==> config.mk <==
export PLATFORM = sky130hd
export DESIGN_NAME = evt_event_filter
export DESIGN_NICKNAME = d
export VERILOG_FILES = /design/src/rtl/evf_pkg.sv /design/src/rtl/evf_sync.sv /design/src/rtl/evf_filter.sv /design/src/rtl/evf_edge.sv /design/src/rtl/evt_event_filter.sv
export SDC_FILE = /design/constraint.sdc
export NUM_CORES = 1
export LEC_CHECK = 0
export ABC_AREA = 1
export CORE_AREA = 3 3 40 42
export CTS_BUF_LIST = sky130_fd_sc_hd__clkbuf_16
export CTS_CLUSTER_SIZE = 12
export DETAILED_ROUTE_END_ITERATION = 8
export DIE_AREA = 0 0 43 45
export GPL_TIMING_DRIVEN = 1
export SLEW_MARGIN = 20
export SYNTH_ARGS = -nofsm -noshare
export SYNTH_HDL_FRONTEND = slang
export SYNTH_SLANG_ARGS = --single-unit
==> constraint.sdc <==
create_clock -name clk -period 1.72 [get_ports clk]
set_input_delay 0.344 -clock clk [delete_from_list [all_inputs] [get_ports clk]]
set_output_delay 0.344 -clock clk [all_outputs]
set_load 0.02 [all_outputs]
==> src/rtl/evf_pkg.sv <==
package evf_pkg;

    // Which transition of the conditioned level is counted
    typedef enum logic {
        EDGE_FALL = 1'b0,
        EDGE_RISE = 1'b1
    } edge_pick_e;

    // Previous and present conditioned level, as seen by the edge stage
    typedef struct packed {
        logic prev;
        logic cur;
    } lvl_pair_t;

    // Filter state: accepted level plus count of tick falling edges seen
    localparam int unsigned MAX_FALLS = 15;

    function automatic logic edge_hit(lvl_pair_t p, edge_pick_e sel);
        if (sel == EDGE_RISE)
            return p.cur & ~p.prev;
        else
            return ~p.cur & p.prev;
    endfunction

endpackage

==> src/rtl/evf_sync.sv <==
module evf_sync #(
    parameter int unsigned STAGES = 2
) (
    input  logic clk,
    input  logic rst,
    input  logic d,
    output logic q
);
    logic [STAGES-1:0] chain;

    always_ff @(posedge clk) begin
        if (rst)
            chain <= '0;
        else
            chain <= {chain[STAGES-2:0], d};
    end

    assign q = chain[STAGES-1];

    initial begin
        assert_stage_count_R2: assert (STAGES >= 2)
            else $error("synchroniser needs at least two flops");
    end
endmodule

==> src/rtl/evf_filter.sv <==
module evf_filter
    import evf_pkg::*;
#(
    parameter int unsigned FALLS_REQ = 2
) (
    input  logic clk,
    input  logic rst,
    input  logic en,
    input  logic tick,
    input  logic raw,
    output logic lvl
);
    localparam int unsigned CW = $clog2(FALLS_REQ + 1);
    localparam logic [CW-1:0] LAST = CW'(FALLS_REQ - 1);

    typedef struct packed {
        logic          acc;
        logic [CW-1:0] cnt;
    } filt_state_t;

    filt_state_t st;
    logic        tick_q;
    logic        tick_fall;

    assign tick_fall = tick_q & ~tick;

    always_ff @(posedge clk) begin
        if (rst) begin
            tick_q <= 1'b0;
            st     <= '0;
        end else begin
            tick_q <= tick;
            if (!en) begin
                st.acc <= raw;
                st.cnt <= '0;
            end else if (raw == st.acc) begin
                st.cnt <= '0;
            end else if (tick_fall) begin
                if (st.cnt == LAST) begin
                    st.acc <= raw;
                    st.cnt <= '0;
                end else begin
                    st.cnt <= st.cnt + CW'(1);
                end
            end
        end
    end

    assign lvl = en ? st.acc : raw;

    initial begin
        assert_falls_range_R6: assert (FALLS_REQ >= 1 && FALLS_REQ <= MAX_FALLS)
            else $error("filter edge count out of range");
    end

    // Accepted level may move only at a tick falling edge while filtering
    assert_hold_between_ticks_R6: assert property (@(posedge clk) disable iff (rst)
        en && !tick_fall |=> $stable(st.acc));

    // A return to the accepted level clears the pending count
    assert_pending_cleared_R9: assert property (@(posedge clk) disable iff (rst)
        en && (raw == st.acc) |=> st.cnt == '0);

    // Count never runs past the acceptance point
    assert_cnt_bounded_R6: assert property (@(posedge clk) disable iff (rst)
        st.cnt <= LAST);
endmodule

==> src/rtl/evf_edge.sv <==
module evf_edge
    import evf_pkg::*;
(
    input  logic       clk,
    input  logic       rst,
    input  logic       lvl,
    input  edge_pick_e pick,
    input  logic       mode,
    output logic       stb
);
    logic      prev_q;
    lvl_pair_t pair;

    always_comb begin
        pair.prev = prev_q;
        pair.cur  = lvl;
    end

    always_ff @(posedge clk) begin
        if (rst) begin
            prev_q <= 1'b0;
            stb    <= 1'b0;
        end else begin
            prev_q <= lvl;
            stb    <= mode & edge_hit(pair, pick);
        end
    end

    assert_single_cycle_R10: assert property (@(posedge clk) disable iff (rst)
        stb |=> !stb);

    assert_mode_gate_R5: assert property (@(posedge clk) disable iff (rst)
        !mode |=> !stb);

    assert_rise_counted_R4: assert property (@(posedge clk) disable iff (rst)
        mode && (pick == EDGE_RISE) && $rose(lvl) |=> stb);

    assert_fall_counted_R4: assert property (@(posedge clk) disable iff (rst)
        mode && (pick == EDGE_FALL) && $fell(lvl) |=> stb);
endmodule

==> src/rtl/evt_event_filter.sv <==
module evt_event_filter
    import evf_pkg::*;
#(
    parameter int unsigned SYNC_STAGES = 2,
    parameter int unsigned FALLS_REQ   = 2
) (
    input  logic clk,
    input  logic rst,
    input  logic pin_raw,
    input  logic tick_2k,
    input  logic filt_on,
    input  logic rise_sel,
    input  logic event_mode,
    output logic count_stb
);
    logic pin_sync;
    logic lvl_cond;

    evf_sync #(.STAGES(SYNC_STAGES)) i_sync (
        .clk (clk),
        .rst (rst),
        .d   (pin_raw),
        .q   (pin_sync)
    );

    evf_filter #(.FALLS_REQ(FALLS_REQ)) i_filter (
        .clk  (clk),
        .rst  (rst),
        .en   (filt_on),
        .tick (tick_2k),
        .raw  (pin_sync),
        .lvl  (lvl_cond)
    );

    evf_edge i_edge (
        .clk  (clk),
        .rst  (rst),
        .lvl  (lvl_cond),
        .pick (edge_pick_e'(rise_sel)),
        .mode (event_mode),
        .stb  (count_stb)
    );

    assert_reset_quiet_R1: assert property (@(posedge clk)
        rst |=> !count_stb);
endmodule

Yosys cells after proc, flatten, opt, wreduce, memory -nomap -nowiden. Index checks and enable logic that the tools add are counted.

$add $sub $neg: 1. Multipliers: 0. Divide/modulo/power cells: 0. Order comparisons: 0. Equal/unequal tests: 5. Shift operators: 0. Mux-type cells: 9. Bitwise gates (word level): 8. Reductions and logical operators: 2.

Operator list (number): $mux W3 (2); $mux W1 (5); $and A1 B1 Y1 (4); $mux W2 (2); $ne A2 B1 Y1 const B (2); $not A1 Y1 (4); $reduce_and A3 Y1 (1); $reduce_or A3 Y1 (1); $add A2 B1 Y2 const B (1); $eq A2 B1 Y1 const B (1); $ne A2 B2 Y1 const B (1); $eq A1 B1 Y1 (1).

Flip-flop bits (word level): 8. Bits in latches: 0. Memory bits (writable): 0. Memory bits (read-only): 0. Input bits: 7. Logic and storage cells: 31. Memories kept: 0.

Longest topological paths before layout. Gate-level depths: netlist of run 1.

Word-level depth: 6. Mapped depth: 7.

Cells and area by module. From an unflattened synthesis of run 1, not the netlist that was laid out.

Cell total of the unflattened synthesis: 49. Area total of the unflattened synthesis: 336.6 um^2.

Modules (own cells, without submodules): evf_filter (instances 1, cells an instance 30, area each 192.7 um^2); evf_edge (instances 1, cells an instance 13, area each 88.8 um^2); evf_sync (instances 1, cells an instance 6, area each 55.1 um^2).

Least setup slack after synthesis of run 1. No wires, ideal clock.

Path kind: in2reg. From: in tick_2k. To: reg i_filter.st[2] (netlist name). Setup time: 0.115 ns. Data arrival time: 0.764 ns. Data required time: 1.605 ns. Path slack: 0.841 ns. Stages on the path: 6. Cell sequence: inv_2 nand2_1 nor2_1 nand2_1 a21oi_1 nor2_1.

Longest elaborated chain between the ends: 4.

RTL lines: start: declaration (RTL line evt_event_filter.sv:10) `input logic tick_2k,`; $not A1 Y1 (RTL line evf_filter.sv:25) `assign tick_fall = tick_q & ~tick;`; $and A1 B1 Y1 (RTL line evf_filter.sv:25); $ne A2 B1 Y1 (no source line); $reduce_and A3 Y1 (no source line); end: declaration (RTL line evf_filter.sv:21) `filt_state_t st;`.

No other way between the ends. A chain may end at the register's enable or synchronous reset.

Final worst setup path of run 1.
From: reg i_edge.stb. To: out count_stb.

RTL lines: start: declaration (RTL line evf_edge.sv:9) `output logic stb`; start signal: assignment (RTL line evf_edge.sv:25) `stb <= mode & edge_hit(pair, pick);`; end: declaration (RTL line evt_event_filter.sv:14) `output logic count_stb`.

No word-level cell between the ends.

==> qor.yml, run 1 <==
status: "completed"
synth-seq-cells: 8
cts_buffers: 3
die_w_um: 43
drc: 0
port_buffers: 7
path_delay_family: "buffers and inverters"
p_leak_nw: 0.205
min_path_type: "flip-flop to flip-flop"
via_per_inst: 3.86
io_pins: 8
overflow: 0
synth_area_leader_cell: "dfxtp_1"
syn_area_per_cell_um2: 7.21
cts_setup_buffers: 0
netlist_area_um2: 332
drv_cap: 0
syn_inst: 46
crit_type: "flip-flop to output port"
place.gp.congestion: 0.602
post_cts_resized: 0
wire_per_inst_um: 7.49
synth_cell_types: 11
holdBufCountCts: 0
max-slew-margin-rel_pct: 85.9
vias: 274
rsz0062_at_grt: "false"
ys_seq_area_share_pct: 48.3
ys_top_cells_by_area: "dfxtp_1 (48%), inv_1 (9.1%), nand2_1 (9.1%)"
start_util_pct: 25.8
power_density_nw_per_um2: 1250
cp-end-kind: "output port"
core_um2: 1280
worstMarginPinSlew_ps: 210
yosys_warnings: 0
postLayoutCoreUtil_pct: 38.6
htree_levels: 1
seq_area_um2: 160
fillCellCount: 136
multi_input_area_um2: 130
placed_area_um2: 420
cp_slowest_cell: "clkdlybuf4s50_1"
total_power_mw: 0.617
grt_pass1_vias: 226
grt_pass1_wl_um: 890
clk_pin_slew_ps: 40
cts_root_buf: "clkbuf_16"
cts_tree: "yes"
grt_max_degree: 6
dieArea_um2: 1940
final_area_um2: 495
finalSetupTns_ps: 0
start_kind: "flip-flop"
period_needed_ps: 1450
syn_to_final_growth_pct: 49.4
die_height_um: 45
initialDrtViolationCount: 4
irDropWorstVdd_v: 0.000681
skew_ps: 2.02
cp_max_fo: 1
fin_nets: 65
hold_viol: 0
period_share_pct: 84.6
cts_buffer_depth: 2
setup_slack_ps: 266
slew_viol_final: 0
drt_first_pass_iters: 2
worstPathCellList: "clkdlybuf4s50_1"
clkLatencyLatePin_ps: 230
setup_violations: 0
path_buf_inv: 1
cts_sinks: 8
dpl.hpwl_um: 405
antenna_found_initial: 0
synth.top_cell.area_share_pct: 48.3
crit_required_ps: 1380
place_ws_ps: 303
synth_nets: 53
max_freq_mhz: 688
worstPathArrival_ps: 1110
rows: 13
final_layout_size_suffix_gt1_share_pct: 17.9
track_usage_pct: 6.68
critPathMaxStageDelay_ps: 590
postRouteWirelength_um: 532
ant_nets: 0
diodes: 0
[cell usage in the layout, fill, tap and decap left out, drive strengths merged]
master	n
nand3	3
nand2	8
nor3	2
clkdlybuf4s50	7
clkbuf	3
inv	11
o21ai	2
dfxtp	8
nor2	8
a21oi	4
[routing by layer]
layer / share of wire (%) / track usage, % / wire length, um
met2: 42 / 8.38 / 225
met1: 49 / 8.27 / 263
met3: 4.3 / 2.39 / 23
met4: 3.6 / 7.23 / 19
met5: 0 / 0 / 0
[per-stage QoR]
| stage | cells | hold slack [ps] |
|---|---|---|
| finish | 71 | 407 |
| global route | 71 | 446 |
| CTS | 71 | 411 |
| detailed placement | 68 | 404 |
| global placement | 68 | 392 |
| floorplan | 46 | 388 |
[flip-flops by register name (all words and copies together), names as in the netlist]
register	cells
i_filter.st	3
i_edge.prev_q	1
i_sync.chain	2
i_filter.tick_q	1
i_edge.stb	1
[area by class of cell]
class	count	share of cell area (%)
Clock buffer	3	15.2
Inverter	11	8.33
Tap cell	15	3.79
Timing Repair Buffer	7	14.1
Multi-Input combinational cell	27	26.3
Sequential cell	8	32.3
[synth_stat cells]
cell	n
dfxtp_1	8
inv_1	8
nand2_1	8
nor2_1	7
a21oi_1	4
inv_2	3
nand3_1	2
nor3_1	2
o21ai_2	2
nand3_2	1
nor2_2	1
[worst paths after layout]
kind | from | endpoint | slack (ps) | cells after the start
max | i_edge.stb | count_stb | 270 | 1
min | i_sync.chain[0] | i_sync.chain[1] | 410 | 2
max reg2reg | i_filter.tick_q | i_filter.st[2] | 840 | 5
min reg2reg | i_sync.chain[0] | i_sync.chain[1] | 410 | 2
[kinds of logic (layout without fill, tap and decap cells)]
group	Yosys count	in the layout	synth area share, %
AO/OA/AOI/OAI	6	6	11.3
flip-flops	8	8	48.3
buffers and inverters	11	21	12.5
AND/OR/NAND/NOR	21	21	27.9
[tightest hold or removal path, stage by stage (launching register included)]
cell and delay, ps:
dfxtp_1 290, inv_1 40, nor2_1 30
[power by group]
group          internal (mW)  switching, mW
Combinational         0.0219         0.0199
Sequential             0.193        0.00297
Clock                  0.299         0.0806
Total                  0.514          0.103
No activity file was read; power rests on OpenSTA's default activity.
==> inputs of run 2 (changes only) <==
- clock period: 1.72 -> 1.2 ns (I/O delays scaled with it)
==> run 2 against run 1 <==
Against the previous run: utilization is 1.9 points higher; die area did not move; total power increased by 44%; register-to-register slack worse by 510 ps; flip-flop and latch count did not move; sequential power increased by 43%; setup slack worse by 150 ps; largest power group unchanged; clock power rose by 43%; count of clock-buffer cells in the layout did not move; wire length down 0.19%.
==> qor.yml, run 2 (synthesized netlist as in run 1, its figures left out) <==
crit_required_ps: 960  # was 1380 ps
core_um2: 1280  # unchanged
start_kind: "flip-flop"  # unchanged
port_buffers: 7  # unchanged
cts_buffer_depth: 2  # unchanged
cp_slowest_cell: "dlygate4sd2_1"  # was clkdlybuf4s50_1
dieArea_um2: 1940  # unchanged
irDropWorstVdd_v: 0.00131  # was 0.000681 V
placed_area_um2: 443  # was 420 um2
final_layout_size_suffix_gt1_share_pct: 23.7  # was 17.9%
final_cell_mix: "inv_1 (8), nand2_1 (8), dfxtp_1 (8), nor2_1 (6), clkdlybuf4s50_1 (6)"  # was inv_1 (8), nand2_1 (8), dfxtp_1 (8), nor2_1 (7), clkdlybuf4s50_1 (7)
critPathMaxStageDelay_ps: 320  # was 590 ps
p_int_mw: 0.742  # was 0.514 mW
vias: 286  # was 274
period_needed_ps: 1080
track_usage_pct: 7.76  # was 6.68%
antenna_found_initial: 0  # unchanged
p_leak_nw: 0.224  # was 0.205 nW
die_height_um: 45  # unchanged
drv_cap: 0  # unchanged
max_freq_mhz: 926
finalSetupTns_ps: 0  # unchanged
clk_pin_slew_ps: 40  # about the same
status: "completed"  # unchanged
largest_register_ff_count: 3  # unchanged
io_pins: 8  # unchanged
fin_nets: 68  # was 65
p_sw_mw: 0.150  # was 0.103 mW
period_share_pct: 90.0
path_buf_inv: 1  # unchanged
wire_per_inst_um: 7.18  # was 7.49 um
initialDrtViolationCount: 12  # was 4
hold_viol: 0  # unchanged
cp_max_fo: 1  # unchanged
worstPathArrival_ps: 840  # was 1110 ps
cts_root_buf: "clkbuf_16"  # unchanged
rows: 13  # unchanged
combPwrFrac_pct: 7.5  # was 6.8%
drc: 0  # unchanged
diodes: 0  # unchanged
via_per_inst: 3.86  # about the same
placed_cells: 71  # was 68
p_seq_share_pct: 31.6  # was 31.8%
start_util_pct: 25.8  # unchanged
cp-end-kind: "output port"  # unchanged
dpl.hpwl_um: 431  # was 405 um
final_area_um2: 519  # was 495 um2
cts_tree: "yes"  # unchanged
place.gp.congestion: 0.629  # was 0.602
regMostFlops: "i_filter.st"  # unchanged
htree_levels: 1  # unchanged
postRouteWirelength_um: 531  # was 532 um
drt_first_pass_iters: 4  # was 2
total_power_mw: 0.892  # was 0.617 mW
rsz0062_at_grt: "false"  # unchanged
crit_type: "flip-flop to output port"  # unchanged
max-slew-margin-rel_pct: 86.0  # was 85.9%
min_path_type: "flip-flop to flip-flop"  # unchanged
cts_buffers: 3  # unchanged
die_w_um: 43  # unchanged
ant_nets: 0  # unchanged
cts_setup_buffers: 0  # unchanged
grt_max_degree: 5  # was 6
syn_to_final_growth_pct: 56.6  # was 49.4%
setup_violations: 0  # unchanged
power_density_nw_per_um2: 1720  # was 1250 nW/um2
cts_sinks: 8  # unchanged
p_sw_share_pct: 16.8  # about the same
overflow: 0  # unchanged
grt_pass1_wl_um: 1120  # was 890 um
worstMarginPinSlew_ps: 211  # was 210 ps
final_cells: 74  # was 71
path_delay_family: "buffers and inverters"  # unchanged
slew_viol_final: 0  # unchanged
skew_ps: 2.18  # was 2.02 ps
worstPathCellList: "dlygate4sd2_1"  # was clkdlybuf4s50_1
clkLatencyLatePin_ps: 230  # about the same
clkPwrFrac_pct: 60.9  # was 61.5%
grt_pass1_vias: 285  # was 226
top_regs: "i_filter.st (3), i_sync.chain (2)"  # unchanged
==> run 2: cell types whose count changed in the layout (fill, tap and decap cells not counted), sizes merged <==
cell           before  now
dlygate4sd2         0    1
buf                 0    3
clkdlybuf4s50       7    6
==> run 2: power groups by stage <==
stage	Sequential [mW]	Clock, mW	Combinational [mW]
6_report	0.281	0.543	0.0672
5_1_grt	0.282	0.578	0.0771
4_1_cts	0.281	0.554	0.0675
3_5_place_dp	0.285	0	0.0677
3_3_place_gp	0.285	0	0.0677
2_1_floorplan	0.286	0	0.0302
==> run 2: per-layer routing <==
layer	vias up	share of wire [%]	GRT usage [%]	wire, um
li1	166	-	-	-
met1	114	49	10.4	259
met2	6	47	10.5	247
met3	0	4.5	2.39	24
met4	0	0	5.42	0
met5	-	0	0	0
==> run 2: layout make-up <==
cell class,instances,area [um2]
Clock buffer,3,75.1
Multi-Input combinational cell,27,133
Fill cell,122,766
Inverter,11,41.3
Tap cell,15,18.8
Sequential cell,8,160
Timing Repair Buffer,10,91.3
==> run 2: what timing repair did <==
action	CTS	global route
hold endpoints to repair	0	0
gates cloned	0	0
setup endpoints to repair	1	1
gates resized for setup	1	1
hold buffers	0	0
==> run 2: path summary, 6_finish.rpt <==
path,startpoint,endpoint,slack (ps),cells past startpoint
setup / recovery,i_edge.stb,count_stb,120,1
hold reg to reg,i_sync.chain[0],i_sync.chain[1],400,2
setup reg to reg,i_filter.tick_q,i_filter.st[2],330,5
hold / removal,i_sync.chain[0],i_sync.chain[1],400,2
==> run 2: through the flow <==
step           hold slack [ps]  worst slack [ps]  utilization [%]
2_1_floorplan              311               395                -
3_3_place_gp               390             -55.6             34.5
3_5_place_dp               404             -59.9             34.5
4_1_cts                    407               114             40.2
5_1_grt                    416              4.54             40.4
6_report                   403               120             40.4
